`src/rtl/dbg_trig_pkg.sv`:
```
package dbg_trig_pkg;
  localparam int unsigned F_LOAD     = 0;
  localparam int unsigned F_STORE    = 1;
  localparam int unsigned F_EXEC     = 2;
  localparam int unsigned F_UMODE    = 3;
  localparam int unsigned F_SMODE    = 4;
  localparam int unsigned F_MMODE    = 6;
  localparam int unsigned F_MATCH_LO = 7;
  localparam int unsigned F_MATCH_W  = 4;
  localparam int unsigned F_ACT_LO   = 12;
  localparam int unsigned F_ACT_W    = 6;
  localparam int unsigned F_TIMING   = 18;
  localparam int unsigned F_SELECT   = 19;
  localparam int unsigned F_HIT      = 20;

  typedef enum logic [3:0] {
    CMP_EQ      = 4'd0,
    CMP_MASKED  = 4'd1,
    CMP_GE      = 4'd2,
    CMP_LT      = 4'd3,
    CMP_HI_MASK = 4'd4,
    CMP_LO_MASK = 4'd5
  } cmp_mode_e;

  typedef enum logic [1:0] {
    OP_LOAD  = 2'd0,
    OP_STORE = 2'd1,
    OP_EXEC  = 2'd2,
    OP_NONE  = 2'd3
  } op_kind_e;

  typedef enum logic [1:0] {
    PRV_U   = 2'd0,
    PRV_S   = 2'd1,
    PRV_RSV = 2'd2,
    PRV_M   = 2'd3
  } priv_e;

  function automatic int unsigned dmode_pos(int unsigned xlen);
    return xlen - 5;
  endfunction
endpackage

```
`src/rtl/trig_cmask.sv`:
```
module trig_cmask #(
  parameter int unsigned XLEN = 32
) (
  input  logic [XLEN-1:0] tgt,
  output logic [XLEN-1:0] cmask
);
  int  n;
  logic seen_zero;

  always_comb begin
    n = XLEN;
    seen_zero = 1'b0;
    for (int i = 0; i < XLEN; i++) begin
      if (!seen_zero && !tgt[i]) begin
        n = i;
        seen_zero = 1'b1;
      end
    end
    if (n == XLEN - 1)
      cmask = '0;
    else if (n < XLEN)
      cmask = {XLEN{1'b1}} << (n + 1);
    else
      cmask = {XLEN{1'b1}};
  end
endmodule

```
`src/rtl/trig_compare.sv`:
```
module trig_compare
  import dbg_trig_pkg::*;
#(
  parameter int unsigned XLEN = 32
) (
  input  logic [3:0]      mode,
  input  logic [XLEN-1:0] value,
  input  logic [XLEN-1:0] tgt,
  input  logic [XLEN-1:0] cmask,
  output logic            match
);
  localparam int unsigned H = XLEN / 2;

  logic [H-1:0] v_lo, v_hi, t_lo, t_hi;
  assign v_lo = value[H-1:0];
  assign v_hi = value[XLEN-1:H];
  assign t_lo = tgt[H-1:0];
  assign t_hi = tgt[XLEN-1:H];

  always_comb begin
    case (cmp_mode_e'(mode))
      CMP_EQ:      match = (value == tgt);
      CMP_MASKED:  match = ((value & cmask) == (tgt & cmask));
      CMP_GE:      match = (value >= tgt);
      CMP_LT:      match = (value < tgt);
      CMP_HI_MASK: match = ((v_lo & t_hi) == t_lo);
      CMP_LO_MASK: match = ((v_hi & t_hi) == t_lo);
      default:     match = 1'b0;
    endcase
  end
endmodule

```
`src/rtl/trig_regs.sv`:
```
module trig_regs
  import dbg_trig_pkg::*;
#(
  parameter int unsigned     XLEN            = 32,
  parameter logic [XLEN-1:0] CTRL_WMASK      = '1,
  parameter logic [XLEN-1:0] TGT_WMASK       = '1,
  parameter logic [XLEN-1:0] CTRL_RST        = '0,
  parameter logic [XLEN-1:0] TGT_RST         = '0,
  parameter bit              DATA_MATCH_EN   = 1'b0,
  parameter bit              OPCODE_MATCH_EN = 1'b0
) (
  input  logic            clk,
  input  logic            rst_n,
  input  logic            csr_we,
  input  logic            csr_sel,
  input  logic            csr_dbg,
  input  logic [XLEN-1:0] csr_wdata,
  input  logic            hit_set,
  output logic [XLEN-1:0] ctrl_q,
  output logic [XLEN-1:0] tgt_q
);
  localparam int unsigned DM = dmode_pos(XLEN);

  logic [XLEN-1:0] wmask, cw, ctrl_d, tgt_d;
  logic            locked;

  always_comb begin
    wmask = CTRL_WMASK;
    if (!csr_dbg) wmask[DM] = 1'b0;
    cw = (csr_wdata & wmask) | (ctrl_q & ~wmask);
    if (cw[F_SELECT]) begin
      if (!DATA_MATCH_EN)   cw[F_LOAD] = 1'b0;
      if (!OPCODE_MATCH_EN) cw[F_EXEC] = 1'b0;
    end
    if (!cw[DM]) cw[F_ACT_LO +: F_ACT_W] = '0;

    locked = ctrl_q[DM] && !csr_dbg;
    ctrl_d = ctrl_q;
    tgt_d  = tgt_q;
    if (csr_we && !locked) begin
      if (!csr_sel) ctrl_d = cw;
      else          tgt_d  = (csr_wdata & TGT_WMASK) | (tgt_q & ~TGT_WMASK);
    end
    if (hit_set) ctrl_d[F_HIT] = 1'b1;
  end

  always_ff @(posedge clk) begin
    if (!rst_n) begin
      ctrl_q <= CTRL_RST;
      tgt_q  <= TGT_RST;
    end else begin
      ctrl_q <= ctrl_d;
      tgt_q  <= tgt_d;
    end
  end
endmodule

```
`src/rtl/dbg_match_trigger.sv`:
```
module dbg_match_trigger
  import dbg_trig_pkg::*;
#(
  parameter int unsigned     XLEN            = 32,
  parameter logic [XLEN-1:0] CTRL_WMASK      = ~(XLEN'(1) << 5)
                                               & ~(XLEN'(6'h3F) << (XLEN - 11))
                                               & ~(XLEN'(4'hF) << (XLEN - 4)),
  parameter logic [XLEN-1:0] TGT_WMASK       = '1,
  parameter logic [XLEN-1:0] CTRL_RST        = XLEN'(2) << (XLEN - 4),
  parameter logic [XLEN-1:0] TGT_RST         = '0,
  parameter bit              DATA_MATCH_EN   = 1'b0,
  parameter bit              OPCODE_MATCH_EN = 1'b0
) (
  input  logic            clk,
  input  logic            rst_n,
  input  logic            csr_we,
  input  logic            csr_sel,
  input  logic            csr_dbg,
  input  logic [XLEN-1:0] csr_wdata,
  output logic [XLEN-1:0] ctrl_rdata,
  output logic [XLEN-1:0] tgt_rdata,
  input  logic            m_valid,
  input  logic [1:0]      m_kind,
  input  logic [1:0]      m_priv,
  input  logic            m_timing,
  input  logic            m_isdata,
  input  logic [XLEN-1:0] m_value,
  output logic            hit_o
);
  logic [XLEN-1:0] cmask, cmp_value, cmp_tgt;
  logic            clr_b0, cmp_match, kind_ok, priv_ok, hit_set;

  trig_regs #(
    .XLEN(XLEN), .CTRL_WMASK(CTRL_WMASK), .TGT_WMASK(TGT_WMASK),
    .CTRL_RST(CTRL_RST), .TGT_RST(TGT_RST),
    .DATA_MATCH_EN(DATA_MATCH_EN), .OPCODE_MATCH_EN(OPCODE_MATCH_EN)
  ) regs_i (
    .clk(clk), .rst_n(rst_n), .csr_we(csr_we), .csr_sel(csr_sel),
    .csr_dbg(csr_dbg), .csr_wdata(csr_wdata), .hit_set(hit_set),
    .ctrl_q(ctrl_rdata), .tgt_q(tgt_rdata)
  );

  trig_cmask #(.XLEN(XLEN)) cmask_i (.tgt(tgt_rdata), .cmask(cmask));

  // Instruction addresses ignore bit 0 on both sides.
  assign clr_b0    = (op_kind_e'(m_kind) == OP_EXEC) && !ctrl_rdata[F_SELECT];
  assign cmp_value = clr_b0 ? (m_value & ~XLEN'(1)) : m_value;
  assign cmp_tgt   = clr_b0 ? (tgt_rdata & ~XLEN'(1)) : tgt_rdata;

  trig_compare #(.XLEN(XLEN)) cmp_i (
    .mode(ctrl_rdata[F_MATCH_LO +: F_MATCH_W]), .value(cmp_value),
    .tgt(cmp_tgt), .cmask(cmask), .match(cmp_match)
  );

  always_comb begin
    case (op_kind_e'(m_kind))
      OP_LOAD:  kind_ok = ctrl_rdata[F_LOAD];
      OP_STORE: kind_ok = ctrl_rdata[F_STORE];
      OP_EXEC:  kind_ok = ctrl_rdata[F_EXEC];
      default:  kind_ok = 1'b0;
    endcase
    case (priv_e'(m_priv))
      PRV_U:   priv_ok = ctrl_rdata[F_UMODE];
      PRV_S:   priv_ok = ctrl_rdata[F_SMODE];
      PRV_M:   priv_ok = ctrl_rdata[F_MMODE];
      default: priv_ok = 1'b0;
    endcase
  end

  assign hit_set = m_valid && kind_ok && priv_ok && cmp_match
                   && (m_timing == ctrl_rdata[F_TIMING])
                   && (m_isdata == ctrl_rdata[F_SELECT]);

  always_ff @(posedge clk) begin
    if (!rst_n) hit_o <= 1'b0;
    else        hit_o <= hit_set;
  end
endmodule

```
`config.mk`:
```
export PLATFORM = sky130hd
export DESIGN_NAME = dbg_match_trigger
export DESIGN_NICKNAME = d
export VERILOG_FILES = /design/src/rtl/dbg_trig_pkg.sv /design/src/rtl/trig_cmask.sv /design/src/rtl/trig_compare.sv /design/src/rtl/trig_regs.sv /design/src/rtl/dbg_match_trigger.sv
export SDC_FILE = /design/constraint.sdc
export NUM_CORES = 1
export LEC_CHECK = 0
export BUFFER_PORTS_ARGS = -buffer_cell sky130_fd_sc_hd__buf_2
export CAP_MARGIN = 20
export CELL_PAD_IN_SITES_DETAIL_PLACEMENT = 1
export CELL_PAD_IN_SITES_GLOBAL_PLACEMENT = 2
export CORE_AREA = 2 2 132 134
export CTS_CLUSTER_SIZE = 8
export DETAILED_ROUTE_END_ITERATION = 7
export DIE_AREA = 0 0 134 136
export PLACE_DENSITY = 0.88
export SYNTH_ARGS = -nofsm -noshare
export SYNTH_HDL_FRONTEND = slang
export SYNTH_SLANG_ARGS = --single-unit
```
`constraint.sdc`:
```
create_clock -name clk -period 5.8 [get_ports clk]
set_input_delay 1.16 -clock clk [delete_from_list [all_inputs] [get_ports clk]]
set_output_delay 1.16 -clock clk [all_outputs]
set_load 0.01 [all_outputs]
```
# Word level (Yosys, flattened, before mapping)
# Cells that the tools add are included.
# W data, S select, Z words.
[totals] ff_bits=65 in_bits=76 word_cells=222
[op_classes] n_addsub=1 n_lt_le_gt_ge=3 n_eq_ne=17 shift=1 muxes=77 n_bitwise=9 reduce_logical=110
[ops] op="$mux W32" count=33
[ops] op="$and A32 B32 Y32" count=3
[ops] op="$eq A32 B32 Y1" count=2
[ops] op="$logic_not A1 Y1" count=64
[ops] op="$mux W21" count=2
[ops] op="$logic_and A1 B1 Y1" count=39
[ops] op="$mux W1" count=37
[ops] op="$add A32 B2 Y32 const B" count=1
[ops] op="$and A16 B16 Y16" count=2
[ops] op="$and A32 B28 Y32" count=1
[ops] op="$eq A16 B16 Y1" count=2
[ops] op="$eq A32 B5 Y1 const B" count=1
[ops] op="$ge A32 B32 Y1" count=1
[ops] op="$lt A32 B32 Y1" count=1
[ops] op="$lt A32 B6 Y1 const B" count=1
[ops] op="$not A28 Y32" count=1
[ops] op="$or A32 B32 Y32" count=1
[ops] op="$shl A32 B32 Y32 const A" count=1
[ops] op="$mux W6" count=2
[ops] op="$eq A4 B2 Y1 const B" count=2
[ops] op="$eq A4 B3 Y1 const B" count=2
[ops] op="$pmux W1 S3" count=2
[ops] op="$pmux W1 S6" count=1
[ops] op="$reduce_and A2 Y1" count=3
[ops] op="9 further kinds" count=13

# Depth between registers and ports, before layout
# Gate-level depths: netlist of the first run.
[depth] word_depth=105 mapped_depth=17 ltp_nobuf=16

# Modules after synthesis
# From an unflattened synthesis of the first run, not the netlist that was laid out.
[hier_totals] hier_cells=654 hier_area_um2=5048.6
[modules_own_cells] module="trig_regs" n_inst=1 cells_per_inst=258 area_per_inst_um2=2254.7
[modules_own_cells] module="trig_compare" n_inst=1 cells_per_inst=242 area_per_inst_um2=1740.4
[modules_own_cells] module="trig_cmask" n_inst=1 cells_per_inst=137 area_per_inst_um2=899.6
[modules_own_cells] module="dbg_match_trigger" n_inst=1 cells_per_inst=17 area_per_inst_um2=153.9

# Worst setup path after synthesis of the first run
# OpenSTA, ideal clock, no wires.
[synth_path] kind="reg-to-reg" start="register regs_i.tgt_q[2]" end="register regs_i.ctrl_q[20]" t_arrival_ps=3561 required_time_ps=5727 setup_slack_ps=2165 path_stages_with_launch=17 n_path_buf=3 path_cell_list="dfxtp_1 > nand4_1 > clkbuf_1 > or2_1 > nor4_2 > nand3_1 > and2_1 > inv_1 > ha_1 > clkbuf_1 > clkbuf_1 > o2bb2ai_1 > a2111oi_0 > a21oi_1 > nor4_1 > a21boi_1 > o211ai_2"
[synth_between] elab_chain_cells=102 elab_cells_between_ends=141 classes_between="1 x add/sub; 3 x order compare; 6 x eq/ne; 1 x shift; 63 x mux; 2 x bitwise; 65 x reduce/logical"
[synth_rtl] element="from (decl)" line_no="trig_regs.sv:20" text="output logic [XLEN-1:0] tgt_q"
[synth_rtl] element="from (signal assigned)" line_no="trig_regs.sv:53" text="tgt_q <= tgt_d;"
[synth_rtl] element="$logic_not A1 Y1" line_no="trig_cmask.sv:14" text="if (!seen_zero && !tgt[i]) begin"
[synth_rtl] element="$logic_and A1 B1 Y1" line_no="trig_cmask.sv:14"
[synth_rtl] element="$mux W1" line_no="trig_cmask.sv:14"
[synth_rtl] element="$logic_not A1 Y1" line_no="trig_cmask.sv:14"
[synth_rtl] element="$logic_and A1 B1 Y1" line_no="trig_cmask.sv:14"
[synth_rtl] element="$mux W1" line_no="trig_cmask.sv:14"
[synth_rtl] element="$logic_not A1 Y1" line_no="trig_cmask.sv:14"
[synth_rtl] element="$logic_and A1 B1 Y1" line_no="trig_cmask.sv:14"
[synth_rtl] element="(+86 left out)"
[synth_rtl] element="$and A32 B32 Y32" line_no="trig_compare.sv:23" text="CMP_MASKED: match = ((value & cmask) == (tgt & cmask));"
[synth_rtl] element="$eq A32 B32 Y1" line_no="trig_compare.sv:23"
[synth_rtl] element="$pmux W1 S6 (*)" line_no="trig_compare.sv:21" text="case (cmp_mode_e'(mode))"
[synth_rtl] element="$logic_and A1 B1 Y1 (*)" line_no="dbg_match_trigger.sv:70" text="assign hit_set = m_valid && kind_ok && priv_ok && cmp_match"
[synth_rtl] element="$logic_and A1 B1 Y1 (*)" line_no="dbg_match_trigger.sv:71" text="&& (m_timing == ctrl_rdata[F_TIMING])"
[synth_rtl] element="$logic_and A1 B1 Y1 (*)" line_no="dbg_match_trigger.sv:72" text="&& (m_isdata == ctrl_rdata[F_SELECT]);"
[synth_rtl] element="$ne A2 B1 Y1 (no source line) or $reduce_bool A2 Y1 (tied branches)"
[synth_rtl] element="$reduce_and A2 Y1 (no source line)"
[synth_rtl] element="to (signal assigned)" line_no="trig_regs.sv:52" text="ctrl_q <= ctrl_d;"
[synth_rtl] element="to (decl)" line_no="trig_regs.sv:19" text="output logic [XLEN-1:0] ctrl_q,"
# Every way passes the cells marked *; elsewhere a longest branch is shown, timed or not.
# A chain may end at the register's enable or synchronous reset.

# Worst setup path in the final report of the first run
[layout_path] start="register regs_i.tgt_q[1]" end="register regs_i.ctrl_q[20]"
[layout_between] elab_chain_cells=105 elab_cells_between_ends=145 classes_between="1 x add/sub; 3 x order compare; 6 x eq/ne; 1 x shift; 65 x mux; 2 x bitwise; 67 x reduce/logical"
[layout_rtl] element="$logic_not A1 Y1" line_no="trig_cmask.sv:14"
[layout_rtl] element="$logic_and A1 B1 Y1" line_no="trig_cmask.sv:14"
[layout_rtl] element="$mux W1" line_no="trig_cmask.sv:14"
[layout_rtl] element="$logic_not A1 Y1" line_no="trig_cmask.sv:14"
[layout_rtl] element="$logic_and A1 B1 Y1" line_no="trig_cmask.sv:14"
[layout_rtl] element="$mux W1" line_no="trig_cmask.sv:14"
[layout_rtl] element="$logic_not A1 Y1" line_no="trig_cmask.sv:14"
[layout_rtl] element="$logic_and A1 B1 Y1" line_no="trig_cmask.sv:14"
[layout_rtl] element="(+89 left out)"
[layout_rtl] element="$and A32 B32 Y32" line_no="trig_compare.sv:23"
[layout_rtl] element="$eq A32 B32 Y1" line_no="trig_compare.sv:23"
[layout_rtl] element="$pmux W1 S6 (*)" line_no="trig_compare.sv:21"
[layout_rtl] element="$logic_and A1 B1 Y1 (*)" line_no="dbg_match_trigger.sv:70"
[layout_rtl] element="$logic_and A1 B1 Y1 (*)" line_no="dbg_match_trigger.sv:71"
[layout_rtl] element="$logic_and A1 B1 Y1 (*)" line_no="dbg_match_trigger.sv:72"
[layout_rtl] element="$ne A2 B1 Y1 (no source line) or $reduce_bool A2 Y1 (tied branches)"
[layout_rtl] element="$reduce_and A2 Y1 (no source line)"
# Marks and branches as above.

==> results of run 1 <==
[through the flow]
step                 util  instance area (um2)
CTS                 0.365                 6160
finish              0.366                 6180
global placement    0.355                 5990
floorplan               -                 5290
detailed placement  0.355                 5990
global route        0.366                 6180
[worst min path at each step]
stage / from / endpoint / slack (ns) / cells past startpoint
finish: regs_i.ctrl_q[15]$_SDFFE_PN0P_ / regs_i.ctrl_q[15]$_SDFFE_PN0P_ / 0.47 / 2
global route: regs_i.ctrl_q[17]$_SDFFE_PN0P_ / regs_i.ctrl_q[17]$_SDFFE_PN0P_ / 0.49 / 2
CTS: regs_i.ctrl_q[17]$_SDFFE_PN0P_ / regs_i.ctrl_q[17]$_SDFFE_PN0P_ / 0.47 / 2
detailed placement: regs_i.ctrl_q[13]$_SDFFE_PN0P_ / regs_i.ctrl_q[13]$_SDFFE_PN0P_ / 0.46 / 2
global placement: regs_i.ctrl_q[12]$_SDFFE_PN0P_ / regs_i.ctrl_q[12]$_SDFFE_PN0P_ / 0.46 / 2
floorplan: regs_i.ctrl_q[12]$_SDFFE_PN0P_ / regs_i.ctrl_q[12]$_SDFFE_PN0P_ / 0.49 / 2
[layer usage]
layer	share of wire	track usage	up-vias
met3	0.079	0.0589	33
met1	0.45	0.311	2760
met4	0.025	0.0745	0
met2	0.45	0.375	198
met5	0	0	-
li1	-	-	2737
[registers in the layout, summed over array words and instances, names as in the netlist]
name           cells
regs_i.ctrl_q     21
hit_o              1
regs_i.tgt_q      32
[cells in the final DEF (no fill, tap or decap), types with 12 or more instances in the layout]
cell type,netlist,final
o21ai_0,22,22
a21o_1,12,12
a21oi_1,29,29
mux2i_1,17,17
nand2_1,133,133
nor4_1,12,12
a21boi_0,54,54
nand3_1,12,12
buf_2,9,129
inv_1,43,43
xnor2_1,38,38
nand4_1,26,26
nor3_1,12,12
dfxtp_1,54,54
ha_1,33,33
nor2_1,42,41
[report_power, final]
part           internal (mW)  switching [mW]
Clock                  0.205           0.148
Sequential             0.386          0.0352
Combinational          0.109           0.161
Total                  0.701           0.344
[cell families (layout without fill, tap and decap cells)]
group,Yosys count,in the layout
buf+inv,97,187
mux,17,17
other cells,2,11
xor+xnor,50,50
fa+ha+maj,33,33
compound gates,185,185
simple gates,283,283
flops,54,54
[worst register-to-register path, delay by kind of cell (launching register included)]
family,cells,cell delay [ns]
AOI/OAI and AO/OA,8,1.91
adders and majority gates,1,0.63
buffers and inverters,1,0.21
DFF,1,0.48
and+or+nand+nor,5,1.41
[final cells by class]
| type | count | area [um2] |
|---|---|---|
| fillers | 2169 | 10700 |
| multi-input cells | 579 | 3770 |
| flip-flops and latches | 54 | 1080 |
| repair buffers | 136 | 718 |
| well taps | 225 | 282 |
| inverters | 43 | 161 |
| clock buffers | 5 | 125 |
| clock inverters | 3 | 43.8 |
==> summary.txt, run 1 <==
Synthesis
  • Mux share of post-synthesis cell area: 0.0324
  • Netlist cell types: 70
  • Post-Synth Adder-Cell Area: 0.0785
  • Async S/R FF share, synth: 0
  • EDFF count, synth: 0
  • Top cell type's share of synthesized area: 0.206
  • Synthesized cell area: 5260 um2
  • Post-Syn Instances: 721
  • Post-synthesis sequential area ratio: 0.206
  • Synth Area in Compound Gates: 0.249
  • Main synth FF type: dfxtp_1
  • Yosys top cell by area: dfxtp_1
  • Post-Synth XOR/XNOR Area: 0.0847
  • Simple-gate area share of the yosys netlist: 0.265
  • Yosys warnings: 0
  • Mean Syn Cell Area: 7.29 um2
  • Most common library cells after synthesis: nand2_1 (133), a21boi_0 (54), dfxtp_1 (54)
  • Synth Register Bits: 54
  • Top cells by area, synth: dfxtp_1 (21%), nand2_1 (9.5%), ha_1 (7.9%), a21boi_0 (7.7%), xnor2_1 (6.3%)
  • Main combinational cell family by area after synthesis: simple AND/OR/NAND/NOR gates
  • Most frequent cell after synthesis: nand2_1

Clock tree
  • Post-CTS Setup Bufs: 0
  • Hold_buf cts: 0
  • CTS Sinks: 54
  • Num CTS Buffers: 5
  • CTS max path bufs: 2
  • TritonCTS clock tree: yes
  • # H-tree levels: 2
  • CTS clk-pin slew, worst paths: 0.07 ns
  • Clk_lat worst skew: 0.30 ns
  • Root Driver: clkbuf_16
  • Post_cts resized: 0

Placed design
  • Placed cells: 1036
  • Pre-CTS setup slack: 1.22 ns
  • Gpl congestion: 0.931
  • Port Buf Inserts: 129
  • HPWL after DPL: 17700 um

Global route
  • Vias in the first global route: 5859
  • Global-route wire length before repair: 33200 um
  • Initial antenna violation count: 0
  • GRT Util Overall: 0.235
  • Largest net degree at the start of global routing: 55
  • GRT overflow: 0

Layout
  • Non-Filler Instances: 1045
  • Synth-to-Final Area Change: 17.6%
  • # nets final: 928
  • Layout cells sized above 1: 0.194
  • Total inserted antenna cells: 0

Drt
  • Drt initial violations: 306
  • WL final: 21600 um
  • Drt first pass iters: 5
  • Final ANT Viol Nets: 0
  • DR WL/cell: 20.7 um
  • Via Count: 5728
  • DRC: 0
  • Vias/cell: 5.48

Setup path
  • Setup crit start: regs_i.tgt_q[1]$_SDFFE_PN0P_
  • Cells on worst reg2reg path: 15
  • R2R Path Start: regs_i.tgt_q[1]$_SDFFE_PN0P_
  • CP Launch Type: register
  • CP Capture Type: register
  • Slowest stage delay, CP: 0.63 ns
  • CP bufs+invs: 1
  • WP data arrival: 4.94 ns
  • CP dominant cell by count: a21oi_1
  • Critical Path Stages: 15
  • R2R Setup Slk: 1.10 ns
  • Crit path kind: reg2reg
  • Worst Path Required: 6.03 ns
  • CP max FO: 18
  • Slowest-stage cell, CP: ha_1
  • Delay-heaviest family, CP: compound AO/OA/AOI/OAI gates
  • Worst R2R End: regs_i.ctrl_q[20]$_SDFFE_PN0P_
  • CP cell instances: nand4_1 -> nor3_1 -> nand2_1 -> a21oi_1 -> nor2_1 -> inv_1 -> ha_1 -> o31ai_1 -> o211ai_1 -> a21boi_0 -> a2111oi_0 -> a21oi_1 -> nor4_1 -> a21boi_1 -> o211ai_2
  • Crit path to: regs_i.ctrl_q[20]$_SDFFE_PN0P_

Floorplan
  • Die Y: 136 um
  • Die X: 134 um
  • Core Footprint: 16900 um2
  • Die area: 18200 um2
  • Rows: 48
  • # IOs: 141
  • Initial Util: 0.312

Worst hold path
  • HP Class: reg2reg

STA
  • Tmin final: 4.70 ns
  • Final period util: 0.811
  • TNS Setup: 0 ns
  • Final worst setup slack: 1.10 ns
  • Final slew viol count: 0
  • Final Hold Fails: 0
  • Final setup viols: 0
  • Clock skew: 0.00556 ns
  • Actual slew at the worst max-slew pin: 0.988 ns
  • Hold slack: 0.471 ns
  • RSZ-0062 raised after global routing: false
  • Max Fclk: 213 MHz
  • Rel. slew slack: 0.341

Pwr
  • Max VDD drop: 0.102 mV
  • Pleak: 2.41 nW
  • Pwr Total: 1.04 mW
  • Pwr dens: 169 nW/um2

Outcome
  • Status: finished clean

Job
  • Max-Cap Viols: 0
(Power assumes the default switching activity.)
==> run 2: changes to the inputs <==
--- a/config.mk
+++ b/config.mk
@@ -5,15 +5,16 @@
 export SDC_FILE = /design/constraint.sdc
 export NUM_CORES = 1
 export LEC_CHECK = 0
+export ABC_AREA = 1
 export BUFFER_PORTS_ARGS = -buffer_cell sky130_fd_sc_hd__buf_2
 export CAP_MARGIN = 20
 export CELL_PAD_IN_SITES_DETAIL_PLACEMENT = 1
 export CELL_PAD_IN_SITES_GLOBAL_PLACEMENT = 2
-export CORE_AREA = 2 2 132 134
+export CORE_AREA = 2 2 142 144
 export CTS_CLUSTER_SIZE = 8
 export DETAILED_ROUTE_END_ITERATION = 7
-export DIE_AREA = 0 0 134 136
-export PLACE_DENSITY = 0.88
+export DIE_AREA = 0 0 144 146
+export PLACE_DENSITY = 0.78
 export SYNTH_ARGS = -nofsm -noshare
 export SYNTH_HDL_FRONTEND = slang
 export SYNTH_SLANG_ARGS = --single-unit
==> constraint.sdc (replaced) <==
create_clock -name clk -period 4.1 [get_ports clk]
set_input_delay 0.82 -clock clk [delete_from_list [all_inputs] [get_ports clk]]
set_output_delay 0.82 -clock clk [all_outputs]
set_load 0.01 [all_outputs]
==> run 2 against run 1 <==
The run now ends with setup timing left. Hold slack got worse by 0.0016 ns. Via count decreased by 3.5%. Clock skew increased by 0.0027 ns. Worst setup slack got worse by 1.2 ns. Clock power increased by 33%. Non-clock buffer count increased by 31. Routed wire length decreased by 0.99%. Sequential power increased by 42%. First-iteration DRC count decreased by 14%. Register-to-register slack got worse by 1.2 ns. Flip-flop and latch count unchanged. Design area increased by 1.3%. Critical path type unchanged. Critical endpoint unchanged.
==> summary.txt, run 2 <==
STA
  • RSZ-0062 raised after global routing: true
  • Hold slack: 0.470 ns
  • Final worst setup slack: -0.0588 ns
  • Actual slew at the worst max-slew pin: 1.03 ns
  • Final period util: 1.01
  • Tmin final: 4.16 ns
  • Rel. slew slack: 0.304
  • Final slew viol count: 0
  • Clock skew: 0.00822 ns
  • Final Hold Fails: 0
  • Max Fclk: 240 MHz
  • Final setup viols: 2

Synthesis
  • Mux share of post-synthesis cell area: 0
  • Netlist cell types: 48
  • Main synth FF type: dfxtp_1
  • Top cells by area, synth: dfxtp_1 (22%), ha_1 (8.6%), o21ai_0 (7.9%), nand2_1 (7.5%), a21oi_1 (7.2%)
  • Post-Syn Instances: 711
  • Post-Synth Adder-Cell Area: 0.0857
  • Most frequent cell after synthesis: nand2_1
  • Top cell type's share of synthesized area: 0.224
  • Post-Synth XOR/XNOR Area: 0.0745
  • Main combinational cell family by area after synthesis: simple AND/OR/NAND/NOR gates
  • Synthesized cell area: 4820 um2
  • Post-synthesis sequential area ratio: 0.224
  • EDFF count, synth: 0
  • Async S/R FF share, synth: 0
  • Most common library cells after synthesis: nand2_1 (96), inv_1 (79), o21ai_0 (76)
  • Synth Register Bits: 54
  • Simple-gate area share of the yosys netlist: 0.300
  • Synth Area in Compound Gates: 0.214
  • Yosys top cell by area: dfxtp_1
  • Yosys warnings: 0
  • Mean Syn Cell Area: 6.78 um2

Drt
  • WL final: 21400 um
  • Vias/cell: 4.89
  • Drt first pass iters: 4
  • Final ANT Viol Nets: 0
  • DR WL/cell: 18.9 um
  • Via Count: 5528
  • DRC: 0
  • Drt initial violations: 264

Setup path
  • Slowest stage delay, CP: 0.36 ns
  • WP data arrival: 4.36 ns
  • Crit path kind: reg2reg
  • CP Launch Type: register
  • CP Capture Type: register
  • CP max FO: 6
  • Slowest-stage cell, CP: dfxtp_2
  • CP dominant cell by count: nor2_4
  • Worst Path Required: 4.30 ns

Floorplan
  • Die X: 144 um
  • Die Y: 146 um
  • Core Footprint: 19300 um2
  • Rows: 51
  • Initial Util: 0.249
  • Die area: 21000 um2
  • # IOs: 141

Pwr
  • Pleak: 2.95 nW
  • Max VDD drop: 0.156 mV
  • Pwr Total: 1.56 mW
  • Pwr dens: 249 nW/um2

Layout
  • Most frequent cells in the layout: buf_2 (129), nand2_1 (90), inv_1 (79)
  • Total inserted antenna cells: 0
  • Top reg by flops: regs_i.tgt_q
  • Top flop regs: regs_i.tgt_q x32, regs_i.ctrl_q x21, hit_o x1
  • Final core utilization: 0.324
  • Layout cells sized above 1: 0.264
  • Max reg flops: 32
  • Non-Filler Instances: 1130
  • Most common cell after layout, fill and taps aside: buf_2
  • # nets final: 973
  • Synth-to-Final Area Change: 30.0%

Clock tree
  • CTS max path bufs: 2
  • Root Driver: clkbuf_16
  • CTS Sinks: 54
  • TritonCTS clock tree: yes
  • # H-tree levels: 2
  • CTS clk-pin slew, worst paths: 0.08 ns
  • Clk_lat worst skew: 0.31 ns
  • Num CTS Buffers: 5

Placed design
  • HPWL after DPL: 17800 um
  • Gpl congestion: 0.942
  • Port Buf Inserts: 129
  • Placed cells: 1112

Global route
  • Largest net degree at the start of global routing: 45
  • Vias in the first global route: 5707
  • GRT overflow: 0
  • Initial antenna violation count: 0
  • GRT Util Overall: 0.204
  • Global-route wire length before repair: 32900 um

Job
  • Max-Cap Viols: 0

Worst hold path
  • HP Class: reg2reg

Outcome
  • Failing checks: setup timing
  • Status: finished with violations
run 2: changes by cell type after synthesis, sizes merged, moves of 17 or more:
cell    delta
xnor2     -22
a21oi     +39
inv       +39
nand2     -29
nand3     +35
nor2      +40
o21ai     +53
mux2i     -17
a21boi    -55
run 2: cell type report:
type	count	area [um2]
inverters	83	314
clock buffers	7	143
multi-input cells	553	3450
clock inverters	1	8.76
fillers	2470	13100
repair buffers	167	931
flip-flops and latches	54	1090
well taps	265	332
run 2: final timing paths:
path / from / end / slack, ns / cells past startpoint
max: regs_i.tgt_q[3]$_SDFFE_PN0P_ / regs_i.ctrl_q[20]$_SDFFE_PN0P_ / -0.06 / 30
max reg2reg: regs_i.tgt_q[3]$_SDFFE_PN0P_ / regs_i.ctrl_q[20]$_SDFFE_PN0P_ / -0.06 / 30
min reg2reg: regs_i.ctrl_q[15]$_SDFFE_PN0P_ / regs_i.ctrl_q[15]$_SDFFE_PN0P_ / 0.47 / 2
min: regs_i.ctrl_q[15]$_SDFFE_PN0P_ / regs_i.ctrl_q[15]$_SDFFE_PN0P_ / 0.47 / 2
run 2: critical path: cells and delay by family (launching register included):
family,cells,cell delay (ns)
and+or+nand+nor,25,3.16
DFF,1,0.36
buffers and inverters,3,0.27
adders and majority gates,1,0.17
AOI/OAI and AO/OA,1,0.08
run 2: kinds of logic (layout without fill, tap and decap cells):
| group | count (synthesis) | after routing |
|---|---|---|
| buf+inv | 114 | 258 |
| xor+xnor | 41 | 41 |
| flops | 54 | 54 |
| fa+ha+maj | 33 | 33 |
| compound gates | 183 | 183 |
| simple gates | 284 | 285 |
| other cells | 2 | 11 |
run 2: report_power, final:
group / internal (mW) / switching, mW / total, mW
sequential: 0.556 / 0.0401 / 0.596
clock: 0.247 / 0.222 / 0.470
combinational: 0.182 / 0.313 / 0.495
run 2: repair_timing:
item	in CTS	in global routing
resized for setup	10	30
setup endpoints to repair	2	2
hold buffers	0	0
buffers inserted	1	8
pin swaps	5	21
cloned	1	0
run 2: through the flow:
| step | TNS [ns] | worst slack (ns) | area (um2) |
|---|---|---|---|
| floorplan | 0 | 0.252 | 4850 |
| global placement | 0 | 0.0611 | 5880 |
| detailed placement | -0.167 | -0.0903 | 5880 |
| CTS | 0 | 0.00000222 | 6080 |
| global route | -0.706 | -0.359 | 6260 |
| finish | -0.108 | -0.0588 | 6260 |
run 2: metal layers:
layer,up-vias,track usage,wire length (um)
li1,2735,-,-
met1,2629,0.268,9680
met2,135,0.338,10100
met3,29,0.0326,1030
met4,0,0.0662,534
met5,-,0,0
==> run 3: changes to the inputs <==
--- a/config.mk
+++ b/config.mk
@@ -5,16 +5,16 @@
 export SDC_FILE = /design/constraint.sdc
 export NUM_CORES = 1
 export LEC_CHECK = 0
-export ABC_AREA = 1
+export ABC_AREA = 0
 export BUFFER_PORTS_ARGS = -buffer_cell sky130_fd_sc_hd__buf_2
 export CAP_MARGIN = 20
 export CELL_PAD_IN_SITES_DETAIL_PLACEMENT = 1
 export CELL_PAD_IN_SITES_GLOBAL_PLACEMENT = 2
-export CORE_AREA = 2 2 142 144
+export CORE_AREA = 2 2 143 145
 export CTS_CLUSTER_SIZE = 8
 export DETAILED_ROUTE_END_ITERATION = 7
-export DIE_AREA = 0 0 144 146
-export PLACE_DENSITY = 0.78
+export DIE_AREA = 0 0 145 147
+export PLACE_DENSITY = 0.79
 export SYNTH_ARGS = -nofsm -noshare
 export SYNTH_HDL_FRONTEND = slang
 export SYNTH_SLANG_ARGS = --single-unit
==> run 3 against run 2 <==
The flow now finishes without violations. Final cell count decreased by 0.35%. Global-route usage increased by 1.1 points. Critical path type is now in2reg. Count of clock-buffer cells in the layout decreased by 1. Critical endpoint unchanged. Register-to-register slack improved by 0.45 ns.
==> summary.txt, run 3 (synthesis gave the netlist of run 1 again) <==
Clock tree
  • Hold_buf cts: 0
  • # H-tree levels: 2
  • Post-CTS Setup Bufs: 0
  • Num CTS Buffers: 5
  • CTS max path bufs: 2
  • TritonCTS clock tree: yes
  • Clk_lat worst skew: 0.29 ns
  • Root Driver: clkbuf_16
  • CTS Sinks: 54
  • CTS clk-pin slew, worst paths: 0.07 ns

Layout
  • Total inserted antenna cells: 0
  • Top flop regs: regs_i.tgt_q x32, regs_i.ctrl_q x21, hit_o x1
  • Most frequent cells in the layout: nand2_1 (133), buf_2 (129), a21boi_0 (54)
  • Final core utilization: 0.327
  • Layout cells sized above 1: 0.235
  • Most common cell after layout, fill and taps aside: nand2_1
  • Max reg flops: 32
  • Synth-to-Final Area Change: 23.6%
  • # nets final: 965
  • Top reg by flops: regs_i.tgt_q
  • Finished Cell Area: 6500 um2

Drt
  • Via Count: 5937
  • Drt first pass iters: 5
  • Drt initial violations: 260
  • DRC: 0
  • DR WL/cell: 20.4 um
  • Vias/cell: 5.27
  • Final ANT Viol Nets: 0
  • WL final: 23000 um

Setup path
  • Crit path kind: in2reg
  • CP bufs+invs: 1
  • WP data arrival: 4.00 ns
  • Slowest-stage cell, CP: a2111oi_0
  • CP Launch Type: primary input
  • CP cell instances: buf_2 -> nor2_1 -> nand2_1 -> nand2_1 -> ha_1 -> nor2b_1 -> o21ai_0 -> nand2b_1 -> a2111oi_0 -> o31ai_1 -> a221oi_1 -> o2111ai_1 -> xor2_1 -> and3_1 -> o21ai_0 -> o211ai_2
  • CP max FO: 4
  • Worst Path Required: 4.25 ns
  • Delay-heaviest family, CP: compound AO/OA/AOI/OAI gates
  • Slowest stage delay, CP: 0.53 ns
  • CP Capture Type: register

Global route
  • Largest net degree at the start of global routing: 54
  • Global-route wire length before repair: 35800 um
  • Vias in the first global route: 6029
  • GRT overflow: 0
  • Initial antenna violation count: 0
  • GRT Util Overall: 0.215

Job
  • Max-Cap Viols: 0

STA
  • Rel. slew slack: 0.457
  • TNS Setup: 0 ns
  • Final worst setup slack: 0.250 ns
  • Max Fclk: 260 MHz
  • RSZ-0062 raised after global routing: false
  • Tmin final: 3.85 ns
  • Final setup viols: 0
  • Clock skew: 0.00380 ns
  • Final period util: 0.939
  • Final Hold Fails: 0
  • Actual slew at the worst max-slew pin: 0.813 ns
  • Final slew viol count: 0

Pwr
  • Pwr dens: 218 nW/um2
  • Pleak: 2.60 nW
  • Max VDD drop: 0.154 mV

Placed design
  • Post-place instance area: 6330 um2
  • Gpl congestion: 0.977
  • Port Buf Inserts: 129
  • Pre-CTS setup slack: -0.00829 ns
  • HPWL after DPL: 19300 um

Floorplan
  • Initial Util: 0.265
  • Die area: 21300 um2
  • Rows: 52
  • # IOs: 141
  • Core Footprint: 19800 um2
  • Die Y: 147 um
  • Die X: 145 um

Outcome
  • Status: finished clean

Worst hold path
  • HP Class: reg2reg
[run 3: what timing repair did]
action | CTS | global route
setup endpoints to repair | 0 | 2
gates resized for setup | 0 | 8
endpoints found under the hold margin | 0 | 0
[run 3: routing by layer]
| layer | track usage | part of all wire |
|---|---|---|
| met1 | 0.288 | 0.46 |
| met2 | 0.352 | 0.45 |
| met3 | 0.0404 | 0.060 |
| met4 | 0.0644 | 0.026 |
| met5 | 0 | 0 |
[run 3: path summary, 6_finish.rpt]
| path | start | to | slack, ns | cells past startpoint |
|---|---|---|---|---|
| worst max-delay path | m_kind[0] | regs_i.ctrl_q[20]$_SDFFE_PN0P_ | 0.25 | 16 |
| worst min-delay path | regs_i.ctrl_q[14]$_SDFFE_PN0P_ | regs_i.ctrl_q[14]$_SDFFE_PN0P_ | 0.47 | 2 |
| worst max register to register | regs_i.tgt_q[6]$_SDFFE_PN0P_ | regs_i.ctrl_q[20]$_SDFFE_PN0P_ | 0.39 | 16 |
| worst min register to register | regs_i.ctrl_q[14]$_SDFFE_PN0P_ | regs_i.ctrl_q[14]$_SDFFE_PN0P_ | 0.47 | 2 |
[run 3: cell type report]
| cell class | instances | area (um2) |
|---|---|---|
| Clock inverter | 1 | 7.51 |
| Multi-Input combinational cell | 579 | 3800 |
| Inverter | 43 | 161 |
| Tap cell | 270 | 338 |
| Clock buffer | 6 | 129 |
| Fill cell | 2510 | 13300 |
| Timing Repair Buffer | 173 | 976 |
| Sequential cell | 54 | 1080 |
[run 3: worst min-delay path, delay by kind of cell (launching register included)]
family / cells / cell delay [ns]
AOI/OAI and AO/OA: 1 / 0.07
DFF: 1 / 0.31
and+or+nand+nor: 1 / 0.05
[run 3: where the power goes]
part           switching [mW]  total [mW]  internal (mW)  leakage, nW
logic                   0.258       0.426          0.168         2.09
registers              0.0276       0.574          0.547        0.442
clock network           0.196       0.420          0.224       0.0629
[run 3: metrics by stage]
stage | power [mW] | hold WS [ns] | std cells
6_report | 1.42 | 0.470 | 1126
5_1_grt | 1.50 | 0.496 | 1126
4_1_cts | 1.43 | 0.472 | 1126
3_5_place_dp | 1.01 | 0.461 | 1119
3_3_place_gp | 1.01 | 0.454 | 1119
2_1_floorplan | 0.820 | 0.485 | 730
